**config.mk**
```make
export PLATFORM = sky130hd
export DESIGN_NAME = adpcm_zero_detect
export DESIGN_NICKNAME = d
export VERILOG_FILES = /design/src/rtl/adpcm_zero_detect.sv
export SDC_FILE = /design/constraint.sdc
export NUM_CORES = 1
export LEC_CHECK = 0
export BUFFER_PORTS_ARGS = -buffer_cell sky130_fd_sc_hd__buf_2
export CORE_AREA = 2 2 39 41
export CTS_BUF_LIST = sky130_fd_sc_hd__clkbuf_16
export CTS_CLUSTER_SIZE = 24
export DETAILED_ROUTE_END_ITERATION = 8
export DIE_AREA = 0 0 41 43
export GPL_ROUTABILITY_DRIVEN = 0
export HOLD_SLACK_MARGIN = 0.08
export SETUP_SLACK_MARGIN = 0.02
export SLEW_MARGIN = 20
export SYNTH_ARGS = -nofsm -noshare
export SYNTH_HDL_FRONTEND = slang
export SYNTH_SLANG_ARGS = --single-unit
```
**constraint.sdc**
```tcl
create_clock -name bclk -period 1.65 [get_ports bclk]
set_clock_uncertainty 0.05 [all_clocks]
set_input_delay 0 -clock bclk [delete_from_list [all_inputs] [get_ports bclk]]
set_output_delay 0 -clock bclk [all_outputs]
set_load 0.005 [all_outputs]
```
**src/rtl/adpcm_zero_detect.sv**
```systemverilog
module adpcm_zero_detect #(
  parameter int WORD_BITS = 4
) (
  input  logic bclk,
  input  logic rst_n,
  input  logic frame_sync,
  input  logic sdata,
  input  logic thru_en,
  output logic zero_flag
);
  localparam int CW = $clog2(WORD_BITS + 1);
  localparam logic [CW-1:0] LAST = CW'(WORD_BITS - 1);
  localparam logic [CW-1:0] DONE = CW'(WORD_BITS);

  logic [CW-1:0] bit_cnt;
  logic          ones_seen;

  wire word_or = ones_seen | sdata;
  wire at_last = !frame_sync && (bit_cnt == LAST);

  always_ff @(posedge bclk or negedge rst_n) begin
    if (!rst_n) begin
      bit_cnt   <= DONE;
      ones_seen <= 1'b0;
    end else if (frame_sync) begin
      bit_cnt   <= CW'(1);
      ones_seen <= sdata;
    end else if (bit_cnt != DONE) begin
      bit_cnt   <= bit_cnt + CW'(1);
      ones_seen <= word_or;
    end
  end

  always_ff @(posedge bclk or negedge rst_n) begin
    if (!rst_n)       zero_flag <= 1'b0;
    else if (thru_en) zero_flag <= 1'b0;
    else if (at_last) zero_flag <= ~word_or;
  end


  flag_hold_chk: assert property (@(posedge bclk) disable iff (!rst_n)
    (!thru_en && !at_last) |=> $stable(zero_flag));


  thru_clear_chk: assert property (@(posedge bclk) disable iff (!rst_n)
    thru_en |=> !zero_flag);


  rise_at_last_chk: assert property (@(posedge bclk) disable iff (!rst_n)
    $rose(zero_flag) |-> ($past(bit_cnt) == LAST && !$past(thru_en) && !$past(frame_sync)));


  fall_cause_chk: assert property (@(posedge bclk) disable iff (!rst_n)
    $fell(zero_flag) |-> ($past(thru_en) || $past(bit_cnt) == LAST));


  cnt_bound_chk: assert property (@(posedge bclk) disable iff (!rst_n)
    bit_cnt <= DONE);


  sync_restart_chk: assert property (@(posedge bclk) disable iff (!rst_n)
    frame_sync |=> (bit_cnt == CW'(1)));
endmodule

```
==> results of run 1 <==
critical path: cells and delay by family (launching register included):
| kind | cells | cell delay [ns] |
|---|---|---|
| fa+ha+maj | 2 | 0.29 |
| compound gates | 1 | 0.15 |
| flops | 1 | 0.36 |
| simple gates | 1 | 0.50 |
| buf+inv | 1 | 0.07 |
flip-flops by register name (all words and copies together) (netlist names):
| name | flops |
|---|---|
| bit_cnt | 3 |
| ones_seen | 1 |
| zero_flag | 1 |
power breakdown:
group,switching [mW],internal [mW]
logic,0.0456,0.0474
registers,0.0151,0.152
clock network,0.0710,0.313
total,0.132,0.512
cell type report:
type,count,area share (%)
clock buffer,3,17.5
clock inverter,1,0.875
inverter,5,4.37
multi-input combinational,15,23.9
sequential,5,29.4
tap,16,4.66
timing repair buffer,11,19.2
cells in the final DEF (no fill, tap or decap):
cell type / instances
sky130_fd_sc_hd__nand3_1: 1
sky130_fd_sc_hd__or4_1: 1
sky130_fd_sc_hd__dfrtp_1: 4
sky130_fd_sc_hd__buf_4: 1
sky130_fd_sc_hd__clkinv_1: 1
sky130_fd_sc_hd__clkbuf_16: 3
sky130_fd_sc_hd__buf_2: 5
sky130_fd_sc_hd__ha_1: 3
sky130_fd_sc_hd__nand2_1: 2
sky130_fd_sc_hd__inv_1: 5
sky130_fd_sc_hd__dfstp_2: 1
sky130_fd_sc_hd__dlygate4sd3_1: 5
sky130_fd_sc_hd__xnor2_1: 1
sky130_fd_sc_hd__nand2b_1: 1
sky130_fd_sc_hd__a21oi_1: 3
sky130_fd_sc_hd__o21ai_0: 3
how the worst max path moves through the flow:
stage                end  slack, ns  cells past startpoint       start
6_report       zero_flag       0.16                      5  bit_cnt[1]
5_1_grt        zero_flag       0.04                      5  bit_cnt[1]
4_1_cts        zero_flag       0.12                      5  bit_cnt[0]
3_5_place_dp   zero_flag       0.13                      5  bit_cnt[0]
3_3_place_gp   zero_flag       0.16                      5  bit_cnt[0]
2_1_floorplan  zero_flag       0.21                      5  bit_cnt[0]
repair_timing:
action | 4_1_cts | 5_1_grt
setup buffers | 0 | 1
hold buffers | 5 | 0
endpoints found under the setup margin | 0 | 1
hold endpoints to repair | 10 | 0
per-layer routing:
metal / wire [µm] / vias up / track usage (%)
met5: 0 / - / 0
met4: 0 / 0 / 6.00
met3: 11 / 0 / 4.71
met2: 268 / 4 / 11.3
met1: 211 / 99 / 8.88
li1: - / 111 / -
metrics by stage:
step           util, %  area (µm²)  power (mW)  instances  hold slack [ns]
2_1_floorplan        -         248       0.223         25           -0.346
3_3_place_gp      21.2         293       0.246         46           -0.231
3_5_place_dp      21.2         293       0.247         46           -0.227
4_1_cts           30.5         422       0.646         55            0.212
5_1_grt           31.0         429       0.686         56            0.237
6_report          31.0         429       0.644         56            0.227
cell families after synthesis:
logic type | after synthesis
AND/OR/NAND/NOR | 5
adder cells (fa/ha/maj) | 3
AO/OA/AOI/OAI | 6
flip-flops | 5
buffers and inverters | 5
XOR/XNOR | 1
==> key figures, run 1 <==
Floorplan
  • Die span in x: 41 µm
  • Standard cell core area: 1380 µm²
  • Vertical die dimension: 43 µm
  • Number of top-level design ports: 6
  • Number of placement rows: 14
  • Effective utilization at floorplan: 17.9%
  • Die outline area: 1760 µm²

Global route
  • First-pass GRT wire length: 890 µm
  • Gr usage total: 8.19%
  • Initial antenna violation count: 0
  • Largest net degree at the start of global routing: 8
  • GRT Residual Overflow: 0
  • Vias in the first global route: 215

Synth
  • Net count after synthesis: 33
  • Simple logic cell fraction of the synthesized area: 10.6%
  • Count of state elements after synthesis: 5
  • Number of cells produced by synthesis: 25
  • Library cell with the largest summed area after synthesis: sky130_fd_sc_hd__dfrtp_1
  • Top-area cell type share of the netlist area: 40.4%
  • Synth Area in Compound Gates: 12.1%
  • Asr flop ratio synth: 100%
  • Fraction of synthesized area in multiplexers: 0%
  • Avg Inst Size Synth: 9.91 µm²
  • Share of synthesized cell area in full adder, half adder and majority cells: 15.2%
  • Share of the yosys chip area belonging to registers: 51.0%
  • Number of enable-type register cells in the synthesized netlist: 0
  • Area contributors post-synth: sky130_fd_sc_hd__dfrtp_1, sky130_fd_sc_hd__ha_1, sky130_fd_sc_hd__dfstp_2
  • Largest family of logic cells by synthesized area: adder cells
  • Most numerous cell types in the synthesized netlist: sky130_fd_sc_hd__dfrtp_1, sky130_fd_sc_hd__inv_1, sky130_fd_sc_hd__a21oi_1, sky130_fd_sc_hd__ha_1, sky130_fd_sc_hd__o21ai_0
  • Commonest register cell after synthesis: sky130_fd_sc_hd__dfrtp_1
  • Post-synthesis xor/xnor area fraction: 3.54%
  • YS warnings: 0
  • Post-synthesis cell area: 248 µm²
  • Number of different library cells in the post-synthesis netlist: 12

STA
  • Unrepaired setup endpoints after global routing: false
  • Final setup violation count: 0
  • Clock period minus final worst setup slack: 1.49 ns
  • Worst slew margin relative to its limit: 87.6%
  • Measured slew at the worst slew-check pin: 0.185 ns
  • Number of hold-slack violations in the final timing report: 0
  • Post-route fraction of the period consumed by the critical path: 90.5%
  • Fin Setup TNS: 0 ns
  • Fin. max-slew vios: 0
  • Maximum clock frequency: 670 MHz
  • Final worst setup slack: 0.157 ns

Cells and area
  • Multi-input gate area in the final layout: 103 µm²
  • Count of fill cells added during filler insertion: 140
  • Sequential cell area in the final layout: 126 µm²
  • Area growth syn-to-layout: 73.2%
  • Diodes inserted: 0
  • Share of cells above drive strength 1: 25.0%
  • Net count, final: 49

Clock tree
  • Clock-pin slew of the registers on the worst-case setup and hold paths: 0.03 ns
  • Total number of clock tree sinks: 5
  • Number of buffers on the longest clock path: 2
  • Number of levels in the clock H-tree: 1
  • Clock Tree Root: sky130_fd_sc_hd__clkbuf_16
  • Clock tree from TritonCTS: done
  • Number of gates resized after cts: 0
  • Worst skew pair latency: 0.22 ns
  • Inserted Clock Buffers: 3

Drt
  • Post-route antenna net violation count: 0
  • Via count of the routed design: 214
  • Via/cell ratio: 3.82
  • Routed Wire Length: 491 µm
  • WL per Instance: 8.77 µm
  • 1st-pass router iterations: 1
  • DRC violation count after routing: 0
  • Iteration-0 DRC Markers: 0

Setup path
  • Most frequent CP cell: sky130_fd_sc_hd__ha_1
  • Crit-path max FO: 3
  • Kind of start point of the critical path: flip-flop
  • Data required time of the worst path: 1.75 ns
  • Register-to-register setup slack: 0.16 ns
  • Terminus of the critical flop-to-flop path: zero_flag
  • Arrival time reported for the critical path endpoint: 1.59 ns
  • Worst stage delay on the critical path: 0.50 ns
  • CP max-delay cell: sky130_fd_sc_hd__or4_1
  • Crit Path Class: reg -> reg
  • Critical Path, Cell by Cell: ha_1 -> ha_1 -> clkinv_1 -> or4_1 -> a21oi_1
  • Worst R2R Start: bit_cnt[1]
  • Kind of capture point of the worst setup path: flip-flop
  • Path depth of the worst reg2reg path: 5

Place
  • Number of input and output port buffers inserted: 5
  • Worst setup timing slack at the placement stage: 0.133 ns

Flow run
  • Max cap viols: 0

Power and ir drop
  • Peak supply drop: 0.609 mV
  • Total power per unit cell area: 1500 nW/µm²
  • Leakage: 0.208 nW

Status
  • Status: finished clean

Hold path
  • Min-Delay Path Class: in -> async
(Power assumes the default switching activity.)
==> run 2, diff against run 1 <==
- CTS_BUF_LIST: sky130_fd_sc_hd__clkbuf_16 -> not set
==> run 2 against run 1 <==
Critical path depth unchanged; critical path type unchanged; sequential power is essentially flat; power decreased by 38%; worst setup slack got worse by 0.014 ns; first-iteration DRC count stayed put; clock power decreased by 64%; via count decreased by 1.4%; worst hold slack got worse by 0.022 ns; core utilization down 3.5 points; cell area is 11% lower; maximum frequency is 0.94% lower; cell count unchanged; highest routed layer unchanged.
==> key figures, run 2 (same netlist as run 1, synthesis figures left out) <==
Drt
  • Post-route antenna net violation count: 0
  • Routed Wire Length: 496 µm
  • WL per Instance: 8.86 µm
  • Via/cell ratio: 3.77
  • 1st-pass router iterations: 1
  • Iteration-0 DRC Markers: 0
  • Via count of the routed design: 211
  • DRC violation count after routing: 0

STA
  • Fin. max-slew vios: 0
  • Fin Setup TNS: 0 ns
  • Maximum clock frequency: 663 MHz
  • Final setup violation count: 0
  • Final worst setup slack: 0.143 ns
  • Measured slew at the worst slew-check pin: 0.202 ns
  • Number of hold-slack violations in the final timing report: 0
  • Worst slew margin relative to its limit: 86.4%
  • Unrepaired setup endpoints after global routing: false
  • Post-route fraction of the period consumed by the critical path: 91.4%
  • Clock period minus final worst setup slack: 1.51 ns

Cells and area
  • Multi-input gate area in the final layout: 106 µm²
  • Net count, final: 49
  • Share of cells above drive strength 1: 27.5%
  • Register with the most flip-flops: bit_cnt
  • Sequential cell area in the final layout: 126 µm²
  • Leading cell types in the layout, fill and taps excluded: sky130_fd_sc_hd__dlygate4sd3_1, sky130_fd_sc_hd__buf_2, sky130_fd_sc_hd__inv_1, sky130_fd_sc_hd__dfrtp_1
  • Flip-flop count of the largest register, all copies and words added: 3
  • Count of fill cells added during filler insertion: 149
  • Area growth syn-to-layout: 53.5%
  • Count of non-filler cells in the finished layout: 56
  • Final instance area: 380 µm²
  • Diodes inserted: 0
  • Regs by FF count: bit_cnt x3, ones_seen x1, zero_flag x1

Global route
  • Vias in the first global route: 232
  • GRT Residual Overflow: 0
  • Met3 capacity usage during global routing: 3.14%
  • Global-route track usage on met1: 9.21%
  • Gr usage total: 8.49%
  • Grt peak-use layer: met2
  • Initial antenna violation count: 0
  • GRT met2 Usage: 11.9%
  • First-pass GRT wire length: 938 µm
  • Largest net degree at the start of global routing: 8

Setup path
  • Path depth of the worst reg2reg path: 5
  • Register-to-register setup slack: 0.14 ns
  • Terminus of the critical flop-to-flop path: zero_flag
  • Kind of capture point of the worst setup path: flip-flop
  • Crit Path Class: reg -> reg
  • Critical Path, Cell by Cell: ha_1 -> ha_1 -> clkinv_1 -> or4_1 -> a21oi_2
  • CP max-delay cell: sky130_fd_sc_hd__or4_1
  • Data required time of the worst path: 1.77 ns
  • Arrival time reported for the critical path endpoint: 1.63 ns
  • Worst stage delay on the critical path: 0.52 ns
  • Crit-path max FO: 3
  • Kind of start point of the critical path: flip-flop
  • Worst R2R Start: bit_cnt[1]
  • Most frequent CP cell: sky130_fd_sc_hd__ha_1

Clock tree
  • Inserted Clock Buffers: 3
  • Number of buffers on the longest clock path: 2
  • Clock tree from TritonCTS: done
  • Clock-pin slew of the registers on the worst-case setup and hold paths: 0.04 ns
  • Total number of clock tree sinks: 5
  • Clock Tree Root: sky130_fd_sc_hd__clkbuf_4
  • Number of levels in the clock H-tree: 1
  • Worst skew pair latency: 0.24 ns

Place
  • Post-placement cell count: 46
  • Worst setup timing slack at the placement stage: 0.133 ns
  • Number of input and output port buffers inserted: 5
  • DP Area: 293 µm²

Power and ir drop
  • Peak supply drop: 0.367 mV
  • Switching part of the total power: 27.4%
  • Flop pwr share: 41.7%
  • Internal Pwr Total: 0.290 mW
  • Combinational Power Share: 23.6%
  • Sw Pwr: 0.110 mW
  • Leakage: 0.181 nW
  • Total power per unit cell area: 1050 nW/µm²
  • Clock network fraction of design power: 34.8%

Flow run
  • Max cap viols: 0

Status
  • Status: finished clean

Floorplan
  • Effective utilization at floorplan: 17.9%
  • Number of top-level design ports: 6
  • Die outline area: 1760 µm²
  • Vertical die dimension: 43 µm
  • Number of placement rows: 14
  • Standard cell core area: 1380 µm²
  • Die span in x: 41 µm

Hold path
  • Min-Delay Path Class: in -> async
-- run 2: worst max path at each step --
stage / from / end / slack (ns)
global placement: bit_cnt[0] / zero_flag / 0.16
finish: bit_cnt[1] / zero_flag / 0.14
CTS: bit_cnt[0] / zero_flag / 0.12
floorplan: bit_cnt[0] / zero_flag / 0.21
detailed placement: bit_cnt[0] / zero_flag / 0.13
global route: bit_cnt[1] / zero_flag / 0.05
-- run 2: routing by layer --
metal  wire length, µm  up-vias
met5                 0        -
met4                 0        0
met3                11        0
met2               275        4
met1               208       95
li1                  -      112
-- run 2: worst max-delay path: cells and delay by family, from the launching register on --
family	cells	cell delay, ns
adders and majority gates	2	0.29
AOI/OAI and AO/OA	1	0.14
DFF	1	0.36
and+or+nand+nor	1	0.52
buffers and inverters	1	0.08
-- run 2: power groups by stage --
stage	Sequential [mW]	Combinational, mW	Clock [mW]
after floorplan	0.166	0.0569	0
after detailed placement	0.170	0.0763	0
final	0.167	0.0943	0.139
after global placement	0.170	0.0761	0
after global routing	0.170	0.112	0.158
after CTS	0.169	0.0863	0.149
-- run 2: cell type report --
| type | count | share of cell area, % |
|---|---|---|
| clock buffers | 4 | 6.91 |
| inverters | 5 | 4.93 |
| multi-input cells | 15 | 28.0 |
| flip-flops and latches | 5 | 33.2 |
| well taps | 16 | 5.26 |
| repair buffers | 11 | 21.7 |
-- run 2: stage by stage --
step | util, % | power [mW] | hold slack [ns]
floorplan | - | 0.223 | -0.346
global placement | 21.2 | 0.246 | -0.231
detailed placement | 21.2 | 0.247 | -0.227
CTS | 26.7 | 0.404 | 0.181
global route | 27.5 | 0.440 | 0.206
finish | 27.5 | 0.400 | 0.206
-- run 2: what timing repair did --
| action | 4_1_cts | 5_1_grt |
|---|---|---|
| setup endpoints to repair | 0 | 1 |
| gates resized for setup | 0 | 1 |
| hold buffers | 5 | 0 |
| hold endpoints to repair | 10 | 0 |
| buffers inserted | 0 | 1 |
